<file path="config.mk">
export PLATFORM = sky130hd
export DESIGN_NAME = tmr_prescale_top
export DESIGN_NICKNAME = d
export VERILOG_FILES = /design/src/rtl/tmr_pkg.sv /design/src/rtl/psc_div_regs.sv /design/src/rtl/psc_core.sv /design/src/rtl/main_dn_cnt.sv /design/src/rtl/tmr_prescale_top.sv
export SDC_FILE = /design/constraint.sdc
export NUM_CORES = 1
export LEC_CHECK = 0
export BUFFER_PORTS_ARGS = -buffer_cell sky130_fd_sc_hd__buf_2
export CAP_MARGIN = 20
export CORE_MARGIN = 10
export CORE_UTILIZATION = 50
export DETAILED_ROUTE_END_ITERATION = 7
export PLACE_DENSITY_LB_ADDON = 0.05
export SKIP_LAST_GASP = 1
export SLEW_MARGIN = 20
export SYNTH_ARGS = -nofsm -noshare
export SYNTH_HDL_FRONTEND = slang
export SYNTH_HIERARCHICAL = 1
export SYNTH_SLANG_ARGS = --single-unit
</file>
<file path="constraint.sdc">
create_clock -name clk_i -period 3.2 [get_ports clk_i]
set_input_delay 0.64 -clock clk_i [delete_from_list [all_inputs] [get_ports clk_i]]
set_output_delay 0.64 -clock clk_i [all_outputs]
set_load 0.1 [all_outputs]
</file>
<file path="src/rtl/tmr_pkg.sv">
package tmr_pkg;
  localparam int unsigned BYTE_W = 8;

  function automatic int unsigned addr_bits(input int unsigned lanes);
    return (lanes > 1) ? $clog2(lanes) : 1;
  endfunction
endpackage

</file>
<file path="src/rtl/psc_div_regs.sv">
module psc_div_regs #(
  parameter int unsigned PSC_W  = 16,
  parameter int unsigned BYTE_W = 8,
  parameter int unsigned LANES  = PSC_W / BYTE_W,
  parameter int unsigned AW     = 1
) (
  input  logic                clk_i,
  input  logic                rst_ni,
  input  logic                we_i,
  input  logic [AW-1:0]       addr_i,
  input  logic [BYTE_W-1:0]   wdata_i,
  input  logic [PSC_W-1:0]    psc_i,
  output logic [PSC_W-1:0]    div_o,
  output logic [2*BYTE_W-1:0] rdata_o
);
  logic [LANES-1:0][BYTE_W-1:0] div_q;
  logic [LANES-1:0][BYTE_W-1:0] psc_b;

  assign psc_b = psc_i;
  assign div_o = div_q;

  for (genvar g = 0; g < LANES; g++) begin : g_lane
    always_ff @(posedge clk_i or negedge rst_ni) begin
      if (!rst_ni) begin
        div_q[g] <= '0;
      end else if (we_i && (int'(addr_i) == g)) begin
        div_q[g] <= wdata_i;
      end
    end
  end

  always_comb begin
    rdata_o = '0;
    if (int'(addr_i) < LANES) begin
      rdata_o = {psc_b[addr_i], div_q[addr_i]};
    end
  end
endmodule

</file>
<file path="src/rtl/psc_core.sv">
module psc_core #(
  parameter int unsigned PSC_W = 16
) (
  input  logic             clk_i,
  input  logic             rst_ni,
  input  logic             en_i,
  input  logic             reload_i,
  input  logic [PSC_W-1:0] div_i,
  output logic [PSC_W-1:0] psc_o,
  output logic             tick_o
);
  logic [PSC_W-1:0] psc_q;
  logic             at_zero;

  assign at_zero = (psc_q == '0);
  // software reload wins and suppresses the tick
  assign tick_o  = en_i && !reload_i && at_zero;
  assign psc_o   = psc_q;

  always_ff @(posedge clk_i or negedge rst_ni) begin
    if (!rst_ni) begin
      psc_q <= '0;
    end else if (reload_i) begin
      psc_q <= div_i;
    end else if (en_i) begin
      psc_q <= at_zero ? div_i : psc_q - 1'b1;
    end
  end
endmodule

</file>
<file path="src/rtl/main_dn_cnt.sv">
module main_dn_cnt #(
  parameter int unsigned CNT_W = 32
) (
  input  logic             clk_i,
  input  logic             rst_ni,
  input  logic             tick_i,
  output logic [CNT_W-1:0] cnt_o,
  output logic             wrap_o
);
  logic [CNT_W-1:0] cnt_q;
  logic             wrap_q;

  always_ff @(posedge clk_i or negedge rst_ni) begin
    if (!rst_ni) begin
      cnt_q  <= '0;
      wrap_q <= 1'b0;
    end else begin
      wrap_q <= tick_i && (cnt_q == '0);
      if (tick_i) cnt_q <= cnt_q - 1'b1;
    end
  end

  assign cnt_o  = cnt_q;
  assign wrap_o = wrap_q;
endmodule

</file>
<file path="src/rtl/tmr_prescale_top.sv">
module tmr_prescale_top #(
  parameter int unsigned PSC_W  = 16,
  parameter int unsigned CNT_W  = 32,
  parameter int unsigned BYTE_W = tmr_pkg::BYTE_W,
  localparam int unsigned LANES = PSC_W / BYTE_W,
  localparam int unsigned AW    = tmr_pkg::addr_bits(LANES)
) (
  input  logic                clk_i,
  input  logic                rst_ni,
  input  logic                en_i,
  input  logic                reload_i,
  input  logic                we_i,
  input  logic [AW-1:0]       addr_i,
  input  logic [BYTE_W-1:0]   wdata_i,
  output logic [2*BYTE_W-1:0] rdata_o,
  output logic                tick_o,
  output logic [CNT_W-1:0]    cnt_o,
  output logic                wrap_o
);
  logic [PSC_W-1:0] psc_q;
  logic [PSC_W-1:0] div_q;
  logic             tick;

  psc_div_regs #(
    .PSC_W (PSC_W),
    .BYTE_W(BYTE_W),
    .LANES (LANES),
    .AW    (AW)
  ) u_regs (
    .clk_i  (clk_i),
    .rst_ni (rst_ni),
    .we_i   (we_i),
    .addr_i (addr_i),
    .wdata_i(wdata_i),
    .psc_i  (psc_q),
    .div_o  (div_q),
    .rdata_o(rdata_o)
  );

  psc_core #(.PSC_W(PSC_W)) u_core (
    .clk_i   (clk_i),
    .rst_ni  (rst_ni),
    .en_i    (en_i),
    .reload_i(reload_i),
    .div_i   (div_q),
    .psc_o   (psc_q),
    .tick_o  (tick)
  );

  main_dn_cnt #(.CNT_W(CNT_W)) u_cnt (
    .clk_i (clk_i),
    .rst_ni(rst_ni),
    .tick_i(tick),
    .cnt_o (cnt_o),
    .wrap_o(wrap_o)
  );

  assign tick_o = tick;
endmodule

</file>
# Word level (Yosys, flattened, before mapping)
# Cells that the tools add are included.
[word_totals]
in_bits = 14
ff_bits = 65
out_inout_bits = 50
elab_cells = 25
[classes]
n_addsub = 2
bitwise = 1
magnitude_cmp = 1
n_mux = 7
reduce_logical = 9
[op_table]
columns = ["cell", "n"]
rows = [
  ["two-way mux 16 bit", 3],
  ["zero test 32 bit", 1],
  ["two-way mux 8 bit", 4],
  ["subtractor 32 x 1 -> 32 bit, second input constant", 1],
  ["zero test 16 bit", 1],
  ["subtractor 16 x 1 -> 16 bit, second input constant", 1],
  ["logical AND 1 bit", 5],
  ["< comparator 1 x 2 -> 1 bit, second input constant", 1],
  ["nonzero test 2 bit", 1],
  ["zero test 1 bit", 1],
  ["inverter 1 bit", 1],
]

# Depth between registers and ports, before layout
# Gate-level depths: netlist (run 1).
[logic_depth]
depth_word = 4
ltp_mapped = 10
mapped_depth_nobuf = 9

# By module
# Netlist (run 1), hierarchy kept.
[modules_own_cells]
columns = ["mod", "seq_area_each_um2", "cells_each", "n_inst", "area_per_inst_um2"]
rows = [
  ["main_dn_cnt", 825.8, 141, 1, 1562.7],
  ["psc_core", 400.4, 128, 1, 1114.8],
  ["psc_div_regs", 400.4, 53, 1, 850.8],
]

# Worst setup path after synthesis (run 1)
# Ideal clock, no wire load.
[synth_path]
kind = "flip-flop to flip-flop"
from = "reg u_core.psc_q[10], in the netlist u_core/psc_o[10]"
to = "reg u_cnt.cnt_q[12], in the netlist u_cnt/cnt_o[12]"
path_buffers = 1
path_stages_with_launch = 9
path_slack_ns = -2.691
setup_time_ns = 0.163
synth_period_minus_slack_ns = 5.891
required_ns = 3.037
arrival_time_ns = 5.728
cell_sequence = "dfrtp_1 or4_4 or4_4 nor3b_1 nand3b_1 or4b_1 buf_2 nor4b_2 xor2_1"
[synth_via]
elab_chain_cells = 2
[synth_lines]
columns = ["element", "line_no", "text"]
rows = [
  ["from (decl)", "psc_core.sv:12", "logic [PSC_W-1:0] psc_q;"],
  ["from (signal assigned)", "psc_core.sv:24", "psc_q <= div_i;"],
  ["from (signal assigned)", "psc_core.sv:26", "psc_q <= at_zero ? div_i : psc_q - 1'b1;"],
  ["zero test 16 bit", "psc_core.sv:15", "assign at_zero = (psc_q == '0);"],
  ["logical AND 1 bit", "psc_core.sv:17", "assign tick_o = en_i && !reload_i && at_zero;"],
  ["named net tick_o", "tmr_prescale_top.sv:16", "output logic tick_o,"],
  ["to (signal assigned)", "main_dn_cnt.sv:19", "if (tick_i) cnt_q <= cnt_q - 1'b1;"],
  ["to (decl)", "main_dn_cnt.sv:10", "logic [CNT_W-1:0] cnt_q;"],
]
# The timed path passes the listed nets, and every way through them passes these cells.
# A chain may end at the register's enable or synchronous reset.

# Worst setup path in the final report (run 1)
[layout_path]
from = "reg u_core.psc_q[1], in the netlist u_core/psc_o[1]"
to = "reg u_cnt.cnt_q[27], in the netlist u_cnt/cnt_o[27]"
[layout_via]
elab_chain_cells = 2
[layout_lines]
columns = ["element", "line_no"]
rows = [
  ["zero test 16 bit", "psc_core.sv:15"],
  ["logical AND 1 bit", "psc_core.sv:17"],
]
# No other way between the ends.

==> results of run 1 <==
-- area by class of cell --
type	instances	area [um^2]
Tap cell	96	120.1
Clock inverter	5	77.57
Clock buffer	11	151.4
Fill cell	586	2366
Inverter	7	26.28
Timing Repair Buffer	92	551.8
Sequential cell	65	1627
Multi-Input combinational cell	239	1912
-- what timing repair did --
| item | CTS | global route |
|---|---|---|
| setup buffers | 0 | 2 |
| setup endpoints to repair | 7 | 14 |
| endpoints found under the hold margin | 0 | 0 |
| pin swaps | 0 | 4 |
| gates resized for setup | 2 | 7 |
-- registers in the layout, summed over array words and instances, names as in the netlist --
register and count:
u_cnt/cnt_o 32, u_cnt/wrap_o 1, u_core/psc_o 16, u_regs/div_o 16
-- power groups by stage --
stage                     sequential (uW)  combinational (uW)  clock, uW
after floorplan                      1040                 528          0
after global placement                978                 769          0
after detailed placement              981                 775          0
after CTS                             967                 779        823
after global routing                  979                 830        858
final                                 967                 784        812
-- metrics by stage --
step	power (uW)	hold slack, ns	setup slack, ns	TNS, ns	cells
2_1_floorplan	1567	0.3444	-0.8158	-16.04	322
3_3_place_gp	1746	0.4851	0.06955	0	497
3_5_place_dp	1756	0.4837	0.02541	0	497
4_1_cts	2568	0.3031	-0.01191	-0.01191	513
5_1_grt	2667	0.3143	-0.07145	-0.4756	515
6_report	2563	0.2995	0.01427	0	515
-- routing by layer --
metal	wire length [um]	up-vias	global-route usage
li1	-	1380	-
met1	3936	1442	0.2053
met2	4804	77	0.2955
met3	443	19	0.04461
met4	201	0	0.07058
met5	0	-	0
-- cell usage in the layout, fill, tap and decap left out, types with 3 or more instances in the layout --
cell type	n
xor2_1	18
or4b_4	3
nand3_1	19
mux2_2	24
nor3_2	3
nand4_1	10
or3_1	5
o32ai_1	3
nor4_4	4
xnor2_1	13
buf_4	28
a31oi_1	3
nor4_1	14
clkbuf_8	11
nor2_1	24
buf_2	62
nand2_1	12
or4_4	4
nor3b_2	3
inv_1	5
a21oi_1	10
mux2_4	8
o21ai_1	7
nor3_1	10
dfrtp_1	65
-- worst max-delay path: stages (launching register included) --
cell	delay, ns
dfrtp_1	0.40
inv_2	0.09
ha_4	0.12
or4b_4	0.46
or4_4	0.45
nor3b_4	0.29
or4b_4	0.54
nor4b_4	0.28
buf_6	0.16
nand4_1	0.11
xnor2_1	0.16
-- final timing paths --
kind                            cells after the start                        start                      endpoint
max in group asynchronous                           2                       rst_ni   u_core/psc_o[6]$_DFFE_PN0P_
worst min register to register                      1  u_cnt/cnt_o[31]$_DFFE_PN0P_   u_cnt/cnt_o[31]$_DFFE_PN0P_
worst max-delay path                               10  u_core/psc_o[1]$_DFFE_PN0P_   u_cnt/cnt_o[27]$_DFFE_PN0P_
min in group clk_i                                  1  u_cnt/cnt_o[31]$_DFFE_PN0P_   u_cnt/cnt_o[31]$_DFFE_PN0P_
worst min-delay path                                2                       rst_ni  u_regs/div_o[11]$_DFFE_PN0P_
worst max register to register                     10  u_core/psc_o[1]$_DFFE_PN0P_   u_cnt/cnt_o[27]$_DFFE_PN0P_
-- kinds of logic after synthesis --
kind of cell	count (synthesis)	share of synthesized area
AOI/OAI and AO/OA	37	0.06951
xor gates and xnor gates	31	0.07695
adders and majority gates	3	0.01064
buffers and inverters	18	0.03546
DFF	65	0.4610
muxes	32	0.1106
and+or+nand+nor	136	0.2358
==> results by group, run 1 <==
Power and ir drop
  – Clock network fraction of total power: 0.317
  – Total power density per cell area: 574.0 nW/um^2
  – Combinational cell fraction of total power: 0.306
  – Internal Dissipation: 1596 uW
  – Switch share: 0.3774
  – P_leak: about 0.0021 uW
  – Max rail drop VDD: 0.0002963 V
  – Net switching power of the design: 967.3 uW
  – Share of power burned in registers: 0.377

Worst setup path
  – Worst-path fanout max: 8
  – Required time at the endpoint of the critical path: 3.42 ns
  – Crit path launch type: flip-flop
  – Crit Path Class: reg -> reg
  – Kind of end point of the critical path: flip-flop
  – Data arrival time of the worst path: 3.41 ns
  – Worst setup slack for register-to-register paths: roughly 0.014 ns

Place
  – Area of placed instances: 4188 um^2
  – Count of buffers from port buffering: 63
  – Hpwl dp: roughly 6.9 mm
  – Final weighted congestion in routability-driven placement: 0.8143

Final layout
  – Antenna diodes: 0
  – Nets@finish: 431
  – Final core utilization: 0.6537
  – Layout cells sized above 1: 0.4153
  – Post-route cell area: 4466 um^2
  – Area growth syn-to-layout: 26.56%

Global routing
  – Global-route wire length before repair: approximately 16 mm
  – Via count of the first global-routing pass: 3,059
  – All-layer global routing usage: 0.1745
  – Antenna violations before repair: 0
  – Pin count of the biggest net entering global routing: 40
  – GRT overflow: 0

Floorplanning
  – Die area: 10,820 um^2
  – Top-level I/O count: 64
  – Row Count: 30
  – Chip Width: 104.0 um
  – DIE HEIGHT: 104.0 um
  – Floorplan Core Area: 6832 um^2
  – Initial Utilization: 0.5165

Yosys
  – Syn_nets: 339
  – Share of flip-flops with an asynchronous set or reset after synthesis: 1.000
  – Synth top area share: 0.4610
  – Most frequent cells after synthesis: dfrtp_1 (65), mux2_2 (24), nor2_1 (24)
  – EDFF count, synth: 0
  – Dominant cell by count in the synthesized netlist: dfrtp_1
  – Cell Area, Synth: 3528 um^2
  – Yosys top cell by area: dfrtp_1
  – Synth Warn #: 6
  – Synth Register Bits: 65
  – Count of cell types in the netlist: 54
  – Prevailing post-synth register cell: dfrtp_1
  – Cells after Synth: 322
  – Largest cells by area after synthesis: dfrtp_1 (46%), mux2_2 (7.7%), xor2_1 (4.5%)
  – Sequential-to-total area share from yosys stat: 0.4610
  – Synthesized area divided by synthesized cell count: ~11 um^2

STA
  – Slew of the pin with the lowest slew margin: 0.7706 ns
  – Count of pins over their slew limit: 0
  – Setup repair after global routing missed its margin: true
  – Period utilization: 0.9955
  – Final Hold Vio Count: 0
  – Final Skew: around 0.008 ns
  – Clock period minus worst slack: 3.186 ns
  – FMAX: approximately 310 MHz
  – Worst slew margin: 0.4815
  – Final setup fails: 0

Run
  – Max-cap violations: 0

Clock tree
  – Number of buffers between clock root and the deepest sink: 2
  – Clock Root Buffer: clkbuf_8
  – CTS tree: done
  – Total clock sinks: 65
  – Clock input transition at the sequential cells of the worst setup and hold paths: 0.07 ns
  – H-tree levels: 3
  – TritonCTS buffer count: 9
  – Worst skew pair latency: 0.34 ns
  – Quantity of hold-fixing buffers added after cts: 0

Outcome
  – Result of the run: finished, final reports clean

Drt
  – Number of search-and-repair iterations in the first detailed-routing pass: 4
  – DR vias/cell: 5.666
  – Wire length after detailed routing: around 9.4 mm
  – Post-route antenna net violation count: 0
  – Residual DRC count: 0
  – Final routed wire length divided by cell count: 18.23 um
  – Vias post-DR: just under 3,000
  – Iteration-0 DRC Markers: around 130

Hold path
  – Class of the worst hold path: in -> async
Note: power is estimated with default switching activity, not from simulation.
==> run 2: changes to the inputs <==
--- a/config.mk
+++ b/config.mk
@@ -8,7 +8,7 @@
 export BUFFER_PORTS_ARGS = -buffer_cell sky130_fd_sc_hd__buf_2
 export CAP_MARGIN = 20
 export CORE_MARGIN = 10
-export CORE_UTILIZATION = 50
+export CORE_UTILIZATION = 60
 export DETAILED_ROUTE_END_ITERATION = 7
 export PLACE_DENSITY_LB_ADDON = 0.05
 export SKIP_LAST_GASP = 1
==> constraint.sdc (replaced) <==
create_clock -name clk_i -period 3.75 [get_ports clk_i]
set_input_delay 0.75 -clock clk_i [delete_from_list [all_inputs] [get_ports clk_i]]
set_output_delay 0.75 -clock clk_i [all_outputs]
set_load 0.1 [all_outputs]
==> run 2 against run 1 <==
Net effect:
- design area is 7.3% lower
- non-clock buffer count shrank 24
- global-route usage up 1.5 points
- clock power shrank 24%
- core utilization rose by 8.4 points
- setup slack improved by 0.16 ns
- count of clock-buffer cells in the layout increased by 1
- register-to-register slack improved by 0.24 ns
- routed wire length shrank 5.2%
==> results by group, run 2 (same netlist as run 1, synthesis figures left out) <==
Power and ir drop
  – Internal Dissipation: 1272 uW (-20%)
  – Switch share: 0.3848 (+0.007453)
  – Clock network fraction of total power: 0.298 (-0.019)
  – Power after layout: 2067 uW (-19%)
  – Max rail drop VDD: 0.0005607 V (+89%)
  – Net switching power of the design: 795.6 uW (-18%)
  – Combinational cell fraction of total power: 0.289 (-0.017)
  – Share of power burned in registers: 0.413 (+0.036)
  – P_leak: 0.001976 uW (-6.6%)
  – Total power density per cell area: 499.5 nW/um^2 (-13%)

Drt
  – Met1 wire length: 4.045 mm (+2.8%)
  – Final routed wire length divided by cell count: 19.13 um (+5.0%)
  – Vias post-DR: 2,922 (+0.14%)
  – Top layer reached by signal wires: met4
  – Iteration-0 DRC Markers: 258 (+100%)
  – Post-route antenna net violation count: 0 (unchanged)
  – Met3 wire len: 757 um (+71%)
  – Wire length after detailed routing: 8.896 mm (-5.2%)
  – DR vias/cell: 6.284 (+11%)
  – Wire length on met2: 3.992 mm (-17%)
  – Number of search-and-repair iterations in the first detailed-routing pass: 5 (+1)
  – Residual DRC count: 0 (unchanged)

Global routing
  – Via count of the first global-routing pass: 2,854 (-6.7%)
  – All-layer global routing usage: 0.1899 (+0.01546)
  – Pin count of the biggest net entering global routing: 49 (+23%)
  – Global-route wire length before repair: 14.94 mm (-4.5%)
  – GRT overflow: 0 (unchanged)
  – Antenna violations before repair: 0 (unchanged)

STA
  – FMAX: 280.0 MHz
  – Period utilization: 0.9522
  – Final setup fails: 0 (unchanged)
  – Clock period minus worst slack: approximately 3.6 ns
  – Setup repair after global routing missed its margin: false
  – Worst slew margin: 0.4275 (-0.05398)
  – Final Skew: 0.007631 ns (-0.0004076 ns)
  – Count of pins over their slew limit: 0 (unchanged)
  – Slew of the pin with the lowest slew margin: 0.8508 ns (+0.08023 ns)
  – Final Hold Vio Count: 0 (unchanged)
  – Min Hold Slack: 0.3261 ns (+0.02665 ns)

Floorplanning
  – Row Count: 27 (-10%)
  – Die area: 9348 um^2 (-14%)
  – Initial Utilization: 0.6292 (+0.1127)
  – Chip Width: 96.69 um (-7.0%)
  – DIE HEIGHT: 96.69 um (-7.0%)
  – Top-level I/O count: 64 (unchanged)
  – Floorplan Core Area: 5608 um^2 (-18%)

Clock tree
  – Clock input transition at the sequential cells of the worst setup and hold paths: 0.07 ns (about the same)
  – Worst skew pair latency: 0.34 ns (about the same)
  – Total clock sinks: 65 (unchanged)
  – Number of buffers inserted by post-CTS setup repair: 0 (unchanged)
  – H-tree levels: 3 (unchanged)
  – CTS tree: done
  – Quantity of hold-fixing buffers added after cts: 0 (unchanged)
  – TritonCTS buffer count: 9 (unchanged)
  – Number of cells upsized or downsized after cts: 0 (-2)
  – Number of buffers between clock root and the deepest sink: 2 (unchanged)
  – Clock Root Buffer: clkbuf_8

Worst setup path
  – Crit path launch type: flip-flop
  – Data arrival time of the worst path: 2.82 ns (-0.59 ns)
  – Worst-path fanout max: 6 (-2)
  – Kind of end point of the critical path: output pin
  – Crit Path Class: reg -> out
  – Required time at the endpoint of the critical path: 3.00 ns (-0.42 ns)

Run
  – Max-cap violations: 0 (unchanged)

Final layout
  – Layout cells sized above 1: 0.3486 (-0.06667)
  – Nets@finish: 407 (-5.6%)
  – Layout fillers: 431 (-26%)
  – Most used cells in the layout excluding fill and tap cells: dfrtp_1 (65), buf_2 (63), nor2_1 (24), mux2_2 (24), nand3_1 (19)
  – Most common library cell in the layout ignoring fill and taps: dfrtp_1
  – Antenna diodes: 0 (unchanged)
  – Final core utilization: 0.7381 (+0.08440)
  – Flip-flop count of the largest register after layout: 32 (unchanged)
  – Area growth syn-to-layout: 17.30%

Place
  – Final weighted congestion in routability-driven placement: 0.9190 (+13%)
  – Hpwl dp: 6.595 mm (-4.8%)
  – Count of buffers from port buffering: 63 (unchanged)

Outcome
  – Result of the run: finished, final reports clean

Hold path
  – Class of the worst hold path: in -> async
==> run 2: cell count changes in the layout (fill, tap and decap cells not counted), moves of 2 or more <==
cell | before | now
inv_2 | 2 | 0
nor4_4 | 4 | 2
or4b_4 | 3 | 0
nor4_1 | 14 | 18
nor4_2 | 2 | 0
or4b_1 | 0 | 3
clkinv_2 | 2 | 0
buf_4 | 28 | 5
inv_1 | 5 | 7
==> run 2: final cells by class <==
cell class                 instances  area [um^2]  area share
tap                               72        90.09     0.02177
inverter                           7        26.28    0.006348
clock inverter                     2        37.54    0.009069
sequential                        65         1627      0.3930
timing repair buffer              68        352.8     0.08525
clock buffer                      12        165.2     0.03990
multi-input combinational        239         1841      0.4447
==> run 2: per-stage QoR <==
| step | TNS (ns) | cells | cell area (um^2) | setup slack, ns |
|---|---|---|---|---|
| after global placement | 0 | 451 | 3936 | 0.4127 |
| after detailed placement | 0 | 451 | 3936 | 0.3155 |
| after global routing | 0 | 465 | 4139 | 0.06193 |
| final | 0 | 465 | 4139 | 0.1792 |
| after floorplan | -3.075 | 322 | 3598 | -0.2658 |
| after CTS | 0 | 465 | 4139 | 0.1823 |
==> run 2: path summary, 6_finish.rpt <==
kind,start,to,slack (ns),cells past startpoint
setup reg to reg,u_core/psc_o[0]$_DFFE_PN0P_,u_cnt/cnt_o[25]$_DFFE_PN0P_,0.25,9
setup / recovery,u_core/psc_o[0]$_DFFE_PN0P_,tick_o,0.18,7
min in group clk_i,u_cnt/cnt_o[31]$_DFFE_PN0P_,u_cnt/cnt_o[31]$_DFFE_PN0P_,0.49,1
hold / removal,rst_ni,u_cnt/cnt_o[18]$_DFFE_PN0P_,0.33,1
max in group asynchronous,rst_ni,u_core/psc_o[6]$_DFFE_PN0P_,2.48,2
hold reg to reg,u_cnt/cnt_o[31]$_DFFE_PN0P_,u_cnt/cnt_o[31]$_DFFE_PN0P_,0.49,1
==> run 2: power by group through the flow <==
stage	registers [uW]	logic (uW)	clock network (uW)
floorplan	886	448	0
global placement	858	592	0
detailed placement	863	597	0
CTS	850	599	621
global route	863	630	662
finish	854	598	616
==> run 2: worst max-delay path: stages (launching register included) <==
cell	delay (ns)
dfrtp_1	0.42
inv_1	0.10
ha_1	0.14
or4b_1	0.46
or4_4	0.48
nor3b_4	0.25
buf_4	0.20
buf_2	0.43
==> run 2: layer usage <==
| metal | vias to the layer above | GRT usage |
|---|---|---|
| met3 | 13 | 0.05110 |
| met1 | 1431 | 0.2684 |
| met2 | 147 | 0.2771 |
| li1 | 1331 | - |
| met5 | - | 0 |
| met4 | 0 | 0.05186 |
==> run 3: changes to the inputs <==
--- a/config.mk
+++ b/config.mk
@@ -10,6 +10,7 @@
 export CORE_MARGIN = 10
 export CORE_UTILIZATION = 60
 export DETAILED_ROUTE_END_ITERATION = 7
+export GPL_TIMING_DRIVEN = 0
 export PLACE_DENSITY_LB_ADDON = 0.05
 export SKIP_LAST_GASP = 1
 export SLEW_MARGIN = 20
==> run 3 against run 2 <==
Net effect:
- fmax shrank 2.6%
- critical path depth shrank 1
- critical endpoint unchanged
- design area grew 2.3%
- final cell count grew 2.6%
- setup slack lost 0.096 ns
- sequential cell count is the same
- first-iteration DRC count shrank 10%
- die area is the same
==> results by group, run 3 (same netlist as run 1, synthesis figures left out) <==
Drt
  – Vias post-DR: 2,900 (-0.75%)
  – Wire length after detailed routing: 9.140 mm (+2.7%)
  – Top layer reached by signal wires: met4
  – Met3 wire len: 497 um (-34%)
  – Iteration-0 DRC Markers: 231 (-10%)
  – Met1 wire length: 4.432 mm (+9.6%)
  – Post-route antenna net violation count: 0 (unchanged)
  – DR vias/cell: 6.080 (-3.2%)
  – Wire length on met2: 4.159 mm (+4.2%)
  – Number of search-and-repair iterations in the first detailed-routing pass: 5 (unchanged)
  – Final routed wire length divided by cell count: 19.16 um (+0.16%)
  – Residual DRC count: 0 (unchanged)

Clock tree
  – Worst skew pair latency: 0.34 ns (about the same)
  – Number of buffers between clock root and the deepest sink: 2 (unchanged)
  – Total clock sinks: 65 (unchanged)
  – Number of cells upsized or downsized after cts: 0 (unchanged)
  – TritonCTS buffer count: 9 (unchanged)
  – Clock input transition at the sequential cells of the worst setup and hold paths: 0.07 ns (about the same)
  – Clock Root Buffer: clkbuf_8
  – H-tree levels: 3 (unchanged)
  – CTS tree: done

Power and ir drop
  – Clock network fraction of total power: 0.268 (-0.030)
  – Max rail drop VDD: 0.0003860 V (-31%)
  – Switch share: 0.4053 (+0.02048)
  – Combinational cell fraction of total power: 0.301 (+0.012)
  – Internal Dissipation: 1181 uW (-7.1%)
  – Share of power burned in registers: 0.432 (+0.019)
  – Net switching power of the design: 805.0 uW (+1.2%)
  – P_leak: 0.002017 uW (+2.1%)
  – Total power density per cell area: 469.2 nW/um^2 (-6.1%)

Floorplanning
  – Initial Utilization: 0.6292 (unchanged)
  – DIE HEIGHT: 96.69 um (unchanged)
  – Chip Width: 96.69 um (unchanged)
  – Floorplan Core Area: 5608 um^2 (unchanged)
  – Die area: 9348 um^2 (unchanged)
  – Row Count: 27 (unchanged)
  – Top-level I/O count: 64 (unchanged)

Worst setup path
  – Slowest CP cell: buf_2
  – Kind of end point of the critical path: output pin
  – Worst-path fanout max: 7 (+1)
  – Data arrival time of the worst path: 2.92 ns (+0.10 ns)
  – Worst setup slack for register-to-register paths: 0.13 ns (-0.12 ns)
  – Crit path launch type: flip-flop
  – Crit Path Class: reg -> out
  – Cell breakdown of the critical path: inv_1 -> ha_1 -> or4b_1 -> or4_4 -> nor3b_4 -> buf_2
  – Kind of cell adding the most delay to the critical path: simple AND/OR/NAND/NOR gates
  – Critical path buffers and inverters: 2 (-1)
  – Largest stage delay on the critical path: 0.51 ns (+0.03 ns)
  – Required time at the endpoint of the critical path: 3.00 ns (about the same)

Final layout
  – Layout cells sized above 1: 0.3556 (+0.006955)
  – Nets@finish: 417 (+2.5%)
  – Antenna diodes: 0 (unchanged)
  – Most used cells in the layout excluding fill and tap cells: dfrtp_1 (65), buf_2 (62), nor2_1 (24), mux2_2 (24), nand3_1 (19)
  – Flip-flop count of the largest register after layout: 32 (unchanged)
  – Most common library cell in the layout ignoring fill and taps: dfrtp_1
  – Area growth syn-to-layout: 19.96%

Place
  – Count of buffers from port buffering: 62 (-1.6%)
  – Final weighted congestion in routability-driven placement: 0.9319 (+1.4%)
  – Hpwl dp: 6.800 mm (+3.1%)

Global routing
  – All-layer global routing usage: 0.1887 (-0.001184)
  – GRT overflow: 0 (unchanged)
  – Pin count of the biggest net entering global routing: 50 (+2.0%)
  – Antenna violations before repair: 0 (unchanged)
  – Via count of the first global-routing pass: 2,841 (-0.46%)
  – Global-route wire length before repair: 14.86 mm (-0.56%)

STA
  – Worst slew margin: 0.4283 (+0.0008020)
  – Final setup fails: 0 (unchanged)
  – Min Hold Slack: 0.2702 ns (-0.05598 ns)
  – Slew of the pin with the lowest slew margin: 0.8496 ns (-0.001192 ns)
  – Final Skew: 0.006660 ns (-0.0009716 ns)
  – Clock period minus worst slack: 3.666 ns (+0.09556 ns)
  – Final Hold Vio Count: 0 (unchanged)
  – Post-Route Setup TNS: 0 ns (unchanged)
  – Period utilization: 0.9777 (+0.02548)
  – Count of pins over their slew limit: 0 (unchanged)
  – FMAX: 272.7 MHz (-2.6%)

Outcome
  – Result of the run: finished, final reports clean

Run
  – Max-cap violations: 0 (unchanged)

Hold path
  – Class of the worst hold path: in -> async
run 3: cell type report:
class / instances / area (um^2)
Timing Repair Buffer: 67 / 370.4
Tap cell: 72 / 90.09
Sequential cell: 65 / 1627
Clock buffer: 12 / 145.1
Fill cell: 419 / 1375
Multi-Input combinational cell: 239 / 1841
Buffer: 11 / 105.1
Clock inverter: 4 / 28.78
Inverter: 7 / 26.28
run 3: power by group through the flow:
| stage | registers, uW | clock network (uW) | logic (uW) |
|---|---|---|---|
| 2_1_floorplan | 886 | 0 | 448 |
| 3_5_place_dp | 868 | 0 | 597 |
| 6_report | 857 | 531 | 598 |
| 4_1_cts | 855 | 539 | 598 |
| 5_1_grt | 870 | 572 | 627 |
| 3_3_place_gp | 866 | 0 | 584 |
run 3: worst reg2reg max path, stage by stage, from the launching register on:
cell and delay [ns]:
dfrtp_1 0.43, inv_1 0.11, ha_1 0.14, or4b_1 0.50, or4_4 0.49, nor3b_4 0.39
nand3b_1 0.29, or4b_1 0.54, buf_6 0.18, nor4b_2 0.31, xor2_1 0.17
run 3: per-layer routing:
| layer | vias to the layer above | global-route usage |
|---|---|---|
| met3 | 7 | 0.04755 |
| met4 | 0 | 0.05073 |
| met1 | 1438 | 0.2740 |
| met5 | - | 0 |
| met2 | 103 | 0.2694 |
| li1 | 1352 | - |
run 3: what timing repair did:
action,in CTS,in global routing
setup buffers,0,4
hold buffers,0,0
hold endpoints to repair,0,0
endpoints found under the setup margin,0,10
run 3: stage by stage:
step | area [um^2] | worst slack (ns) | power [uW] | cells | util
global placement | 3999 | 0.1556 | 1451 | 456 | 0.7131
finish | 4233 | 0.08359 | 1986 | 477 | 0.7548
floorplan | 3598 | -0.2658 | 1334 | 322 | -
detailed placement | 4029 | 0.1228 | 1465 | 457 | 0.7184
CTS | 4203 | 0.08395 | 1992 | 473 | 0.7494
global route | 4233 | -0.005351 | 2070 | 477 | 0.7548
run 3: worst paths after layout:
check                                       startpoint                     endpoint  cells past startpoint
setup / recovery           u_core/psc_o[0]$_DFFE_PN0P_                       tick_o                      6
hold / removal                                  rst_ni  u_cnt/cnt_o[18]$_DFFE_PN0P_                      1
setup reg to reg           u_core/psc_o[0]$_DFFE_PN0P_  u_cnt/cnt_o[12]$_DFFE_PN0P_                     10
hold reg to reg            u_cnt/cnt_o[31]$_DFFE_PN0P_  u_cnt/cnt_o[31]$_DFFE_PN0P_                      1
max in group asynchronous                       rst_ni  u_regs/div_o[8]$_DFFE_PN0P_                      2
min in group clk_i         u_cnt/cnt_o[31]$_DFFE_PN0P_  u_cnt/cnt_o[31]$_DFFE_PN0P_                      1
